File: config.mk
export PLATFORM = sky130hd
export DESIGN_NAME = xlat_cache
export DESIGN_NICKNAME = d
export VERILOG_FILES = /design/src/rtl/xlat_pkg.sv /design/src/rtl/xlat_tag_store.sv /design/src/rtl/xlat_match.sv /design/src/rtl/xlat_victim.sv /design/src/rtl/xlat_cache.sv
export SDC_FILE = /design/constraint.sdc
export NUM_CORES = 2
export LEC_CHECK = 0
export BUFFER_PORTS_ARGS = -buffer_cell sky130_fd_sc_hd__buf_2
export CORE_MARGIN = 3
export CORE_UTILIZATION = 47
export DETAILED_ROUTE_END_ITERATION = 10
export SLEW_MARGIN = 20
export SYNTH_ARGS = -nofsm -noshare
export SYNTH_HDL_FRONTEND = slang
export SYNTH_SLANG_ARGS = --single-unit
File: constraint.sdc
create_clock -name clk -period 10.4 [get_ports clk]
set_clock_uncertainty 0.1 [all_clocks]
set_input_delay 2.08 -clock clk [delete_from_list [all_inputs] [get_ports clk]]
set_output_delay 2.08 -clock clk [all_outputs]
set_load 0.01 [all_outputs]
File: src/rtl/xlat_pkg.sv
package xlat_pkg;
  // Where a fill is written
  typedef enum logic [1:0] {
    FILL_DUP  = 2'd0,  // overwrite matching entry
    FILL_FREE = 2'd1,  // lowest invalid entry
    FILL_RR   = 2'd2   // round-robin victim
  } fill_kind_e;
endpackage

File: src/rtl/xlat_tag_store.sv
module xlat_tag_store #(
  parameter int N   = 22,
  parameter int TW  = 24,
  parameter int FCW = 3,
  parameter int IW  = (N > 1) ? $clog2(N) : 1
) (
  input  logic                 clk,
  input  logic                 rst,
  input  logic                 clear_all,
  input  logic                 wr_en,
  input  logic [IW-1:0]        wr_idx,
  input  logic [TW-1:0]        wr_ltag,
  input  logic [FCW-1:0]       wr_fc,
  input  logic [TW-1:0]        wr_ptag,
  output logic [N-1:0]         valid_o,
  output logic [N-1:0][TW-1:0] ltag_o,
  output logic [N-1:0][FCW-1:0] fc_o,
  output logic [N-1:0][TW-1:0] ptag_o
);
  logic [N-1:0] valid_q;

  always_ff @(posedge clk) begin
    if (rst || clear_all) begin
      valid_q <= '0;
    end else if (wr_en) begin
      valid_q[wr_idx] <= 1'b1;
    end
  end

  // Tag and data fields carry no reset
  generate
    for (genvar e = 0; e < N; e++) begin : g_ent
      always_ff @(posedge clk) begin
        if (wr_en && (wr_idx == IW'(e))) begin
          ltag_o[e] <= wr_ltag;
          fc_o[e]   <= wr_fc;
          ptag_o[e] <= wr_ptag;
        end
      end
    end
  endgenerate

  assign valid_o = valid_q;
endmodule

File: src/rtl/xlat_match.sv
module xlat_match #(
  parameter int N   = 22,
  parameter int TW  = 24,
  parameter int FCW = 3,
  parameter int IW  = (N > 1) ? $clog2(N) : 1
) (
  input  logic [N-1:0]          valid,
  input  logic [N-1:0][TW-1:0]  ltag,
  input  logic [N-1:0][FCW-1:0] fc,
  input  logic [TW-1:0]         key_tag,
  input  logic [FCW-1:0]        key_fc,
  input  logic [TW-1:0]         tag_mask,
  output logic [N-1:0]          match_vec,
  output logic [N-1:0]          first_oh,
  output logic                  any,
  output logic [IW-1:0]         first_idx
);
  generate
    for (genvar e = 0; e < N; e++) begin : g_cmp
      assign match_vec[e] = valid[e] && (fc[e] == key_fc) &&
                            (((ltag[e] ^ key_tag) & tag_mask) == '0);
    end
  endgenerate

  // Lowest-numbered match has priority
  always_comb begin
    first_idx = '0;
    first_oh  = '0;
    for (int i = N - 1; i >= 0; i--) begin
      if (match_vec[i]) begin
        first_idx = IW'(i);
        first_oh  = '0;
        first_oh[i] = 1'b1;
      end
    end
  end

  assign any = |match_vec;
endmodule

File: src/rtl/xlat_victim.sv
module xlat_victim
  import xlat_pkg::*;
#(
  parameter int N  = 22,
  parameter int IW = (N > 1) ? $clog2(N) : 1
) (
  input  logic          clk,
  input  logic          rst,
  input  logic          clear_all,
  input  logic          fill_req,
  input  logic [N-1:0]  valid,
  input  logic          dup_any,
  input  logic [IW-1:0] dup_idx,
  output logic          wr_en,
  output logic [IW-1:0] wr_idx
);
  localparam logic [IW-1:0] LAST = IW'(N - 1);

  logic [IW-1:0] rr_q;
  logic [IW-1:0] free_idx;
  logic          free_any;
  fill_kind_e    kind;

  always_comb begin
    free_idx = '0;
    free_any = 1'b0;
    for (int i = N - 1; i >= 0; i--) begin
      if (!valid[i]) begin
        free_idx = IW'(i);
        free_any = 1'b1;
      end
    end
  end

  always_comb begin
    if (dup_any)       kind = FILL_DUP;
    else if (free_any) kind = FILL_FREE;
    else               kind = FILL_RR;
  end

  always_comb begin
    case (kind)
      FILL_DUP:  wr_idx = dup_idx;
      FILL_FREE: wr_idx = free_idx;
      default:   wr_idx = rr_q;
    endcase
  end

  assign wr_en = fill_req && !clear_all;

  always_ff @(posedge clk) begin
    if (rst || clear_all) begin
      rr_q <= '0;
    end else if (wr_en && (kind == FILL_RR)) begin
      rr_q <= (rr_q == LAST) ? '0 : rr_q + 1'b1;
    end
  end
endmodule

File: src/rtl/xlat_cache.sv
module xlat_cache #(
  parameter int ENTRIES   = 22,
  parameter int AW        = 32,
  parameter int FCW       = 3,
  parameter int PSW       = 3,
  parameter int MIN_SHIFT = 8
) (
  input  logic           clk,
  input  logic           rst,
  input  logic [PSW-1:0] page_sel,
  input  logic           flush,
  input  logic           req_valid,
  input  logic [AW-1:0]  req_laddr,
  input  logic [FCW-1:0] req_fc,
  output logic           hit,
  output logic           miss,
  output logic [AW-1:0]  paddr,
  input  logic           fill_valid,
  input  logic [AW-1:0]  fill_laddr,
  input  logic [FCW-1:0] fill_fc,
  input  logic [AW-1:0]  fill_paddr
);
  localparam int TW = AW - MIN_SHIFT;
  localparam int IW = (ENTRIES > 1) ? $clog2(ENTRIES) : 1;

  logic [PSW-1:0] sel_q;
  logic           size_chg;
  logic           clear_all;
  logic [TW-1:0]  tag_mask;

  logic [ENTRIES-1:0]           valid_vec;
  logic [ENTRIES-1:0][TW-1:0]   ltag;
  logic [ENTRIES-1:0][FCW-1:0]  fcs;
  logic [ENTRIES-1:0][TW-1:0]   ptag;

  logic [ENTRIES-1:0] look_match, look_oh;
  logic               look_any;
  logic [IW-1:0]      look_idx;
  logic [ENTRIES-1:0] fill_match, fill_oh;
  logic               fill_any;
  logic [IW-1:0]      fill_idx;

  logic          wr_en;
  logic [IW-1:0] wr_idx;
  logic [TW-1:0] sel_ptag;
  logic [TW-1:0] req_tag;

  // Previous page size; loaded during reset too
  always_ff @(posedge clk) begin
    sel_q <= page_sel;
  end

  assign size_chg  = (page_sel != sel_q);
  assign clear_all = flush || size_chg;
  assign tag_mask  = {TW{1'b1}} << page_sel;
  assign req_tag   = req_laddr[AW-1:MIN_SHIFT];

  xlat_tag_store #(.N(ENTRIES), .TW(TW), .FCW(FCW), .IW(IW)) store_i (
    .clk       (clk),
    .rst       (rst),
    .clear_all (clear_all),
    .wr_en     (wr_en),
    .wr_idx    (wr_idx),
    .wr_ltag   (fill_laddr[AW-1:MIN_SHIFT]),
    .wr_fc     (fill_fc),
    .wr_ptag   (fill_paddr[AW-1:MIN_SHIFT]),
    .valid_o   (valid_vec),
    .ltag_o    (ltag),
    .fc_o      (fcs),
    .ptag_o    (ptag)
  );

  xlat_match #(.N(ENTRIES), .TW(TW), .FCW(FCW), .IW(IW)) look_i (
    .valid     (valid_vec),
    .ltag      (ltag),
    .fc        (fcs),
    .key_tag   (req_tag),
    .key_fc    (req_fc),
    .tag_mask  (tag_mask),
    .match_vec (look_match),
    .first_oh  (look_oh),
    .any       (look_any),
    .first_idx (look_idx)
  );

  xlat_match #(.N(ENTRIES), .TW(TW), .FCW(FCW), .IW(IW)) dup_i (
    .valid     (valid_vec),
    .ltag      (ltag),
    .fc        (fcs),
    .key_tag   (fill_laddr[AW-1:MIN_SHIFT]),
    .key_fc    (fill_fc),
    .tag_mask  (tag_mask),
    .match_vec (fill_match),
    .first_oh  (fill_oh),
    .any       (fill_any),
    .first_idx (fill_idx)
  );

  xlat_victim #(.N(ENTRIES), .IW(IW)) victim_i (
    .clk       (clk),
    .rst       (rst),
    .clear_all (clear_all),
    .fill_req  (fill_valid),
    .valid     (valid_vec),
    .dup_any   (fill_any),
    .dup_idx   (fill_idx),
    .wr_en     (wr_en),
    .wr_idx    (wr_idx)
  );

  // AND-OR select of the winning entry's physical page
  always_comb begin
    sel_ptag = '0;
    for (int i = 0; i < ENTRIES; i++) begin
      if (look_oh[i]) sel_ptag = sel_ptag | ptag[i];
    end
  end

  assign hit   = req_valid && look_any && !size_chg;
  assign miss  = req_valid && !hit;
  assign paddr = {(sel_ptag & tag_mask) | (req_tag & ~tag_mask),
                  req_laddr[MIN_SHIFT-1:0]};

  logic unused_ok;
  assign unused_ok = ^{look_idx, fill_oh};
endmodule

# ---- Word level (Yosys, flattened, before mapping)
# Index checks and enable logic that the tools add are counted.
dict set report op_classes {
  n_eq_ne 69
  shift 1
  bitwise_logic 114
  addsub 1
  order_cmp 2
  reduce_logical 169
  muxes 116
}
# operator n
set op_table {}
lappend op_table {{AND 24 bit} 46}
lappend op_table {{zero test 24 bit} 44}
lappend op_table {{bitwise XOR 24 bit} 44}
lappend op_table {{two-way mux 24 bit} 22}
lappend op_table {{bitwise OR 24 bit} 22}
lappend op_table {{two-way mux 22 bit} 22}
lappend op_table {{two-way mux 5 bit} 45}
lappend op_table {{== test 3 bit} 44}
lappend op_table {{logical AND 1 bit} 116}
lappend op_table {{OR reduction 22 bit} 2}
lappend op_table {{== test 5 x 4 -> 1 bit, second input constant} 8}
lappend op_table {{== test 5 bit, second input constant} 7}
lappend op_table {{NOT 24 bit} 1}
lappend op_table {{left shift 24 x 3 -> 24 bit, first input constant} 1}
lappend op_table {{two-way mux 1 bit} 23}
lappend op_table {{bitwise OR 22 bit} 1}
lappend op_table {{== test 5 x 3 -> 1 bit, second input constant} 4}
lappend op_table {{== test 5 x 2 -> 1 bit, second input constant} 2}
lappend op_table {{case mux 5 bit (2 select lines)} 1}
lappend op_table {{< comparator 5 x 6 -> 1 bit, second input constant} 1}
lappend op_table {{adder 5 x 1 -> 5 bit, second input constant} 1}
lappend op_table {{demux 1 bit (select 5 bit)} 1}
lappend op_table {{== test 5 x 1 -> 1 bit, second input constant} 1}
lappend op_table {{greater-or-equal comparator 5 x 1 -> 1 bit, second input constant} 1}
lappend op_table {{8 further kinds} 12}
dict set report totals {
  in_bits 110
  reg_bits 1152
  out_inout_bits 34
  elab_cells 541
}

# ---- Depth between registers and ports, before layout
dict set report depth {
  ltp_word 71
  mapped_depth 18
  ltp_nobuf 11
}

# ---- Modules after synthesis
# From an unflattened synthesis, not the netlist that was laid out.
dict set report hier_totals {
  cells_unflattened 4108
  area_unflattened_um2 56735.7
}
# module seq_area_each_um2 area_per_inst_um2 n_inst cells_per_inst
set by_module_without_submodules {}
lappend by_module_without_submodules {xlat_tag_store 34132.7 34723.3 1 1228}
lappend by_module_without_submodules {xlat_match 0.0 9146.3 2 1189}
lappend by_module_without_submodules {xlat_cache 60.1 3059.2 1 409}
lappend by_module_without_submodules {xlat_victim 100.1 660.6 1 93}

# ---- Worst setup path before layout
# No wires, ideal clock.
dict set report synth_path {
  kind {in2reg}
  startpoint {input page_sel[2]}
  endpoint {register store_i.fc_o[36] (netlist name) (enable)}
  path_buffers 3
  t_required_ps 9764
  stages 13
  setup_ps 536
  arrival_ps 8309
  slack_ps 1455
  path_cell_list {buf_4 buf_2 buf_4 or2_2 o211ai_1 nor4_1 nand3_1 nand4b_1 nor4_4 nand3_1 a211oi_2 nand3b_1 nor3b_1}
}
dict set report synth_via {
  elab_chain_len 29
  word_cells_on_any_way 100
  classes_between {eq/ne (3); shift (1); mux (24); bitwise (22); reduce/logical (50)}
}
# element line
set synth_rtl {}
lappend synth_rtl {{from (decl)} xlat_cache.sv:10} ;# input logic [PSW-1:0] page_sel,
lappend synth_rtl {{left shift 24 x 3 -> 24 bit} xlat_cache.sv:55} ;# assign tag_mask = {TW{1'b1}} << page_sel;
lappend synth_rtl {{AND 24 bit} xlat_match.sv:21} ;# (((ltag[e] ^ key_tag) & tag_mask) == '0);
lappend synth_rtl {{zero test 24 bit} xlat_match.sv:21}
lappend synth_rtl {{logical AND 1 bit} xlat_match.sv:20} ;# assign match_vec[e] = valid[e] && (fc[e] == key_fc) &&
lappend synth_rtl {{two-way mux 5 bit (22 in a row)} xlat_match.sv:30} ;# if (match_vec[i]) begin
lappend synth_rtl {{case mux 5 bit (2 select lines)} xlat_victim.sv:42} ;# case (kind)
lappend synth_rtl {{== test 5 x 4 -> 1 bit} xlat_tag_store.sv:34} ;# if (wr_en && (wr_idx == IW'(e))) begin
lappend synth_rtl {{logical AND 1 bit (*)} xlat_tag_store.sv:34}
lappend synth_rtl {{to (signal, indexed assignment)} xlat_tag_store.sv:36} ;# fc_o[e] <= wr_fc;
lappend synth_rtl {{to (decl)} xlat_tag_store.sv:17} ;# output logic [N-1:0][FCW-1:0] fc_o,
# Every way passes the cells marked *; elsewhere a longest branch is shown, timed or not.
# A chain may end at the register's enable or synchronous reset.

# ---- Worst setup path after layout
dict set report layout_path {
  startpoint {input page_sel[1]}
  endpoint {output paddr[11]}
}
dict set report layout_via {
  elab_chain_len 70
  word_cells_on_any_way 136
  classes_between {shift (1); mux (44); bitwise (47); reduce/logical (44)}
}
# element line
set layout_rtl {}
lappend layout_rtl {{left shift 24 x 3 -> 24 bit (*)} xlat_cache.sv:55}
lappend layout_rtl {{AND 24 bit} xlat_match.sv:21}
lappend layout_rtl {{zero test 24 bit} xlat_match.sv:21}
lappend layout_rtl {{logical AND 1 bit} xlat_match.sv:20}
lappend layout_rtl {{two-way mux 22 bit (21 in a row)} xlat_match.sv:30}
lappend layout_rtl {{two-way mux 24 bit} xlat_cache.sv:115} ;# if (look_oh[i]) sel_ptag = sel_ptag | ptag[i];
lappend layout_rtl {{bitwise OR 24 bit} xlat_cache.sv:115}
lappend layout_rtl {{two-way mux 24 bit} xlat_cache.sv:115}
lappend layout_rtl {{(+34 left out)} n/a}
lappend layout_rtl {{bitwise OR 24 bit} xlat_cache.sv:115}
lappend layout_rtl {{two-way mux 24 bit} xlat_cache.sv:115}
lappend layout_rtl {{bitwise OR 24 bit} xlat_cache.sv:115}
lappend layout_rtl {{two-way mux 24 bit} xlat_cache.sv:115}
lappend layout_rtl {{bitwise OR 24 bit} xlat_cache.sv:115}
lappend layout_rtl {{two-way mux 24 bit} xlat_cache.sv:115}
lappend layout_rtl {{AND 24 bit} xlat_cache.sv:121} ;# assign paddr = {(sel_ptag & tag_mask) | (req_tag & ~tag_mask),
lappend layout_rtl {{bitwise OR 24 bit (*)} xlat_cache.sv:121}
lappend layout_rtl {{to (decl)} xlat_cache.sv:17} ;# output logic [AW-1:0] paddr,
# Marked as above.

==> key figures <==
Floorplanning
  • Placeable core region: 0.123 sq mm
  • FP Rows: 128
  • Initial core utilization: 0.478
  • Floorplan die area: 0.129 sq mm
  • IO Pins: 144
  • Vert. Die Dim: 359 microns
  • Floorplan die width: 359 microns

Clocking
  • Root buf cell: clkbuf_16
  • Post-CTS Hold Fix Bufs: 0
  • Skew-Pair Late Insertion Delay: 0.78 ns
  • # clock sinks: 1,152
  • Clock edge transition at the registers on the reported setup and hold paths: 0.06 ns
  • Number of buffers created by CTS: 121
  • Clock tree from TritonCTS: built
  • Buffer count from post-CTS setup fixing: 0
  • Number of gates resized after CTS: 0
  • Clock Tree Buf Depth: 3
  • Total number of H-tree levels: 3

GRT
  • Pin count of the biggest net entering global routing: 53
  • Global-route usage over all layers: 0.321
  • First-pass GRT wire length: 299,000 microns
  • Vias in the first global route: 40,300
  • GRT overflow: 0
  • Initial antenna violation count: 4

Placement
  • HPWL after detailed placement: 145,000 microns
  • Inst Count DP: 6,273
  • Final Wtd Congestion: 0.985
  • Port Buffers: 111

Logic synthesis
  • Gate count after technology mapping: 4,643
  • Per-instance average area after synthesis: 12.6 sq um
  • Synth async-reset ratio: 0
  • Synth Register Bits: 1,152
  • Area of the mapped netlist: 0.0587 sq mm
  • Sequential element share of the synthesized area: 0.585
  • Library cells used by synthesis: 101
  • Number of enable-type register cells in the synthesized netlist: 1,122
  • YS warnings: 0
  • Most used DFF post-synth: edfxtp_1
  • Synthesized Nets: 4,755

Setup path
  • Required time of the worst setup path: 8.22 ns
  • Largest stage delay on the critical path: 0.77 ns
  • Kind of end point of the critical path: output port
  • Category of the most critical setup path: primary input to output port
  • Cell-by-cell trace of the critical path: buf_2 > buf_4 > and2_1 > nor2_1 > nor4_1 > nand4_1 > nand4_2 > nor3_1 > and3_1 > buf_4 > a22o_1 > nor3_1 > a2bb2oi_1 > buf_2
  • Worst path arrival time: 7.31 ns
  • Worst-path maximum fanout: 22
  • Worst Setup Start Kind: primary input
  • Combined buffer and inverter count along the critical path: 4
  • Highest-delay cell along the critical path: and2_1
  • Delay-heaviest family, CP: simple AND/OR/NAND/NOR gates

Layout
  • Top library cells by usage in the layout, fill and taps aside: edfxtp_1 (1,122), xnor2_1 (939), nand4_1 (320), xor2_1 (249), nand2_1 (221)
  • Area growth, synth to finish: 12.1%
  • Final cell count without fillers: 6,507
  • Area of all sequential standard cells: 0.0343 sq mm
  • Most common library cell in the layout ignoring fill and taps: edfxtp_1
  • FILL cells: 10,300
  • Fraction of final layout cells sized beyond drive strength 1: 0.117
  • Net count reported at finish: 4,884
  • Area of the multi-input gates: 0.0227 sq mm

Timing
  • Worst hold slack: 0.404 ns
  • Actual transition at the worst max-transition pin: 1.10 ns
  • Max-slew violation count: 0
  • Timing-limited maximum frequency: 0.105 GHz
  • Final setup vio count: 0
  • Final number of hold-violating endpoints: 0
  • Max-slew headroom: 0.264
  • Part of the cycle the worst path needs: 0.913
  • Total Negative Setup Slacks: 0 ns
  • RSZ-0062 raised after global routing: false
  • Crit path time final: 9.49 ns

Detailed routing
  • Number of vias per cell after detailed routing: 6.43
  • Antenna viol nets, final: 0
  • Total via count in the routed design: 41,800
  • Number of DRC violations after detailed-routing iteration 0: 5,175
  • Number of remaining DRC errors: 0
  • Per-cell routed wire length: 32.6 microns
  • First-pass iteration count of the detailed router: 8
  • Drt total wl: 212,000 microns

Flow run
  • Count of maximum capacitance violations: 0

Worst hold path
  • Worst min path class: flip-flop to flip-flop

Power
  • Max rail drop VDD: 0.000148 V
  • Sum of internal, switching and leakage power: 10,500 uW
  • Lkg Pwr: 0.0204 uW
  • Power density over the cells: 159 mW/mm^2

Status
  • Result of the run: finished, final reports clean
-- worst reg2reg max path, cell delays in order (launching register included) --
cell	delay [ns]
edfxtp_1	0.43
xor2_1	0.21
or4_1	0.57
nor4_1	0.56
nand4_1	0.44
a211oi_1	0.36
a211oi_1	0.08
o21ai_0	0.40
nand2_1	0.54
or4_1	0.76
a21oi_4	0.86
buf_12	0.33
-- final cells by class --
type | instances | area share
Tap cell | 1625 | 0.0309
Multi-Input combinational cell | 3101 | 0.345
Clock buffer | 151 | 0.0481
Clock inverter | 78 | 0.0149
Antenna cell | 4 | 0.000152
Timing Repair Buffer | 305 | 0.0345
Sequential cell | 1152 | 0.521
Inverter | 91 | 0.00519
-- sequential cells by signal (all words and copies together) (netlist names) --
name             cells
store_i.ltag_o     528
sel_q                3
store_i.valid_o     22
victim_i.rr_q        5
store_i.fc_o        66
store_i.ptag_o     528
-- metal layers --
layer	GRT usage	up-vias	routed length (microns)
met2	0.512	2338	96800
li1	-	17800	-
met3	0.0554	542	18900
met5	0	-	27
met1	0.430	21200	85300
met4	0.143	4	11000
-- logic make-up after synthesis --
kind of cell / synth area share
and+or+nand+nor: 0.120
xor gates and xnor gates: 0.178
DFF: 0.585
AOI/OAI and AO/OA: 0.0766
buffers and inverters: 0.0335
muxes: 0.00655
adders and majority gates: 0.000426
-- Yosys cell counts (42+ instances only) --
cell type	instances	area, sq um
o31ai_1	48	360
nand3_1	138	691
inv_1	90	338
o21ai_0	84	420
xor2_1	249	2180
nand4_1	320	2000
clkbuf_1	98	368
nor4_1	152	951
o211ai_1	51	383
a21oi_1	90	450
nor3_1	52	260
nor2_1	145	544
edfxtp_1	1122	33700
a22oi_1	76	571
buf_2	112	561
o22ai_1	42	263
buf_4	59	443
xnor2_1	939	8220
nand2_1	221	830
-- path summary, 6_finish.rpt --
check,start,to,slack (ns),cells past startpoint
setup / recovery,page_sel[1],paddr[11],0.91,14
hold / removal,victim_i.rr_q[2]$_SDFFE_PP0P_,victim_i.rr_q[2]$_SDFFE_PP0P_,0.40,2
setup reg to reg,store_i.ltag_o[324]$_DFFE_PP_,store_i.ptag_o[492]$_DFFE_PP_,4.38,11
hold reg to reg,victim_i.rr_q[2]$_SDFFE_PP0P_,victim_i.rr_q[2]$_SDFFE_PP0P_,0.40,2
-- metrics by stage --
stage	setup slack, ns	instance area [sq um]	utilization
6_report	0.908	65800	0.535
5_1_grt	0.914	65800	0.535
4_1_cts	0.999	65700	0.535
3_5_place_dp	1.02	61600	0.501
3_3_place_gp	1.07	61600	0.501
2_1_floorplan	1.45	58700	-
-- power by group --
group          switching [uW]  internal [uW]
clock                    1920           2610
sequential               2.01           5090
combinational             583            241
Note: power is estimated with default switching activity, not from simulation.
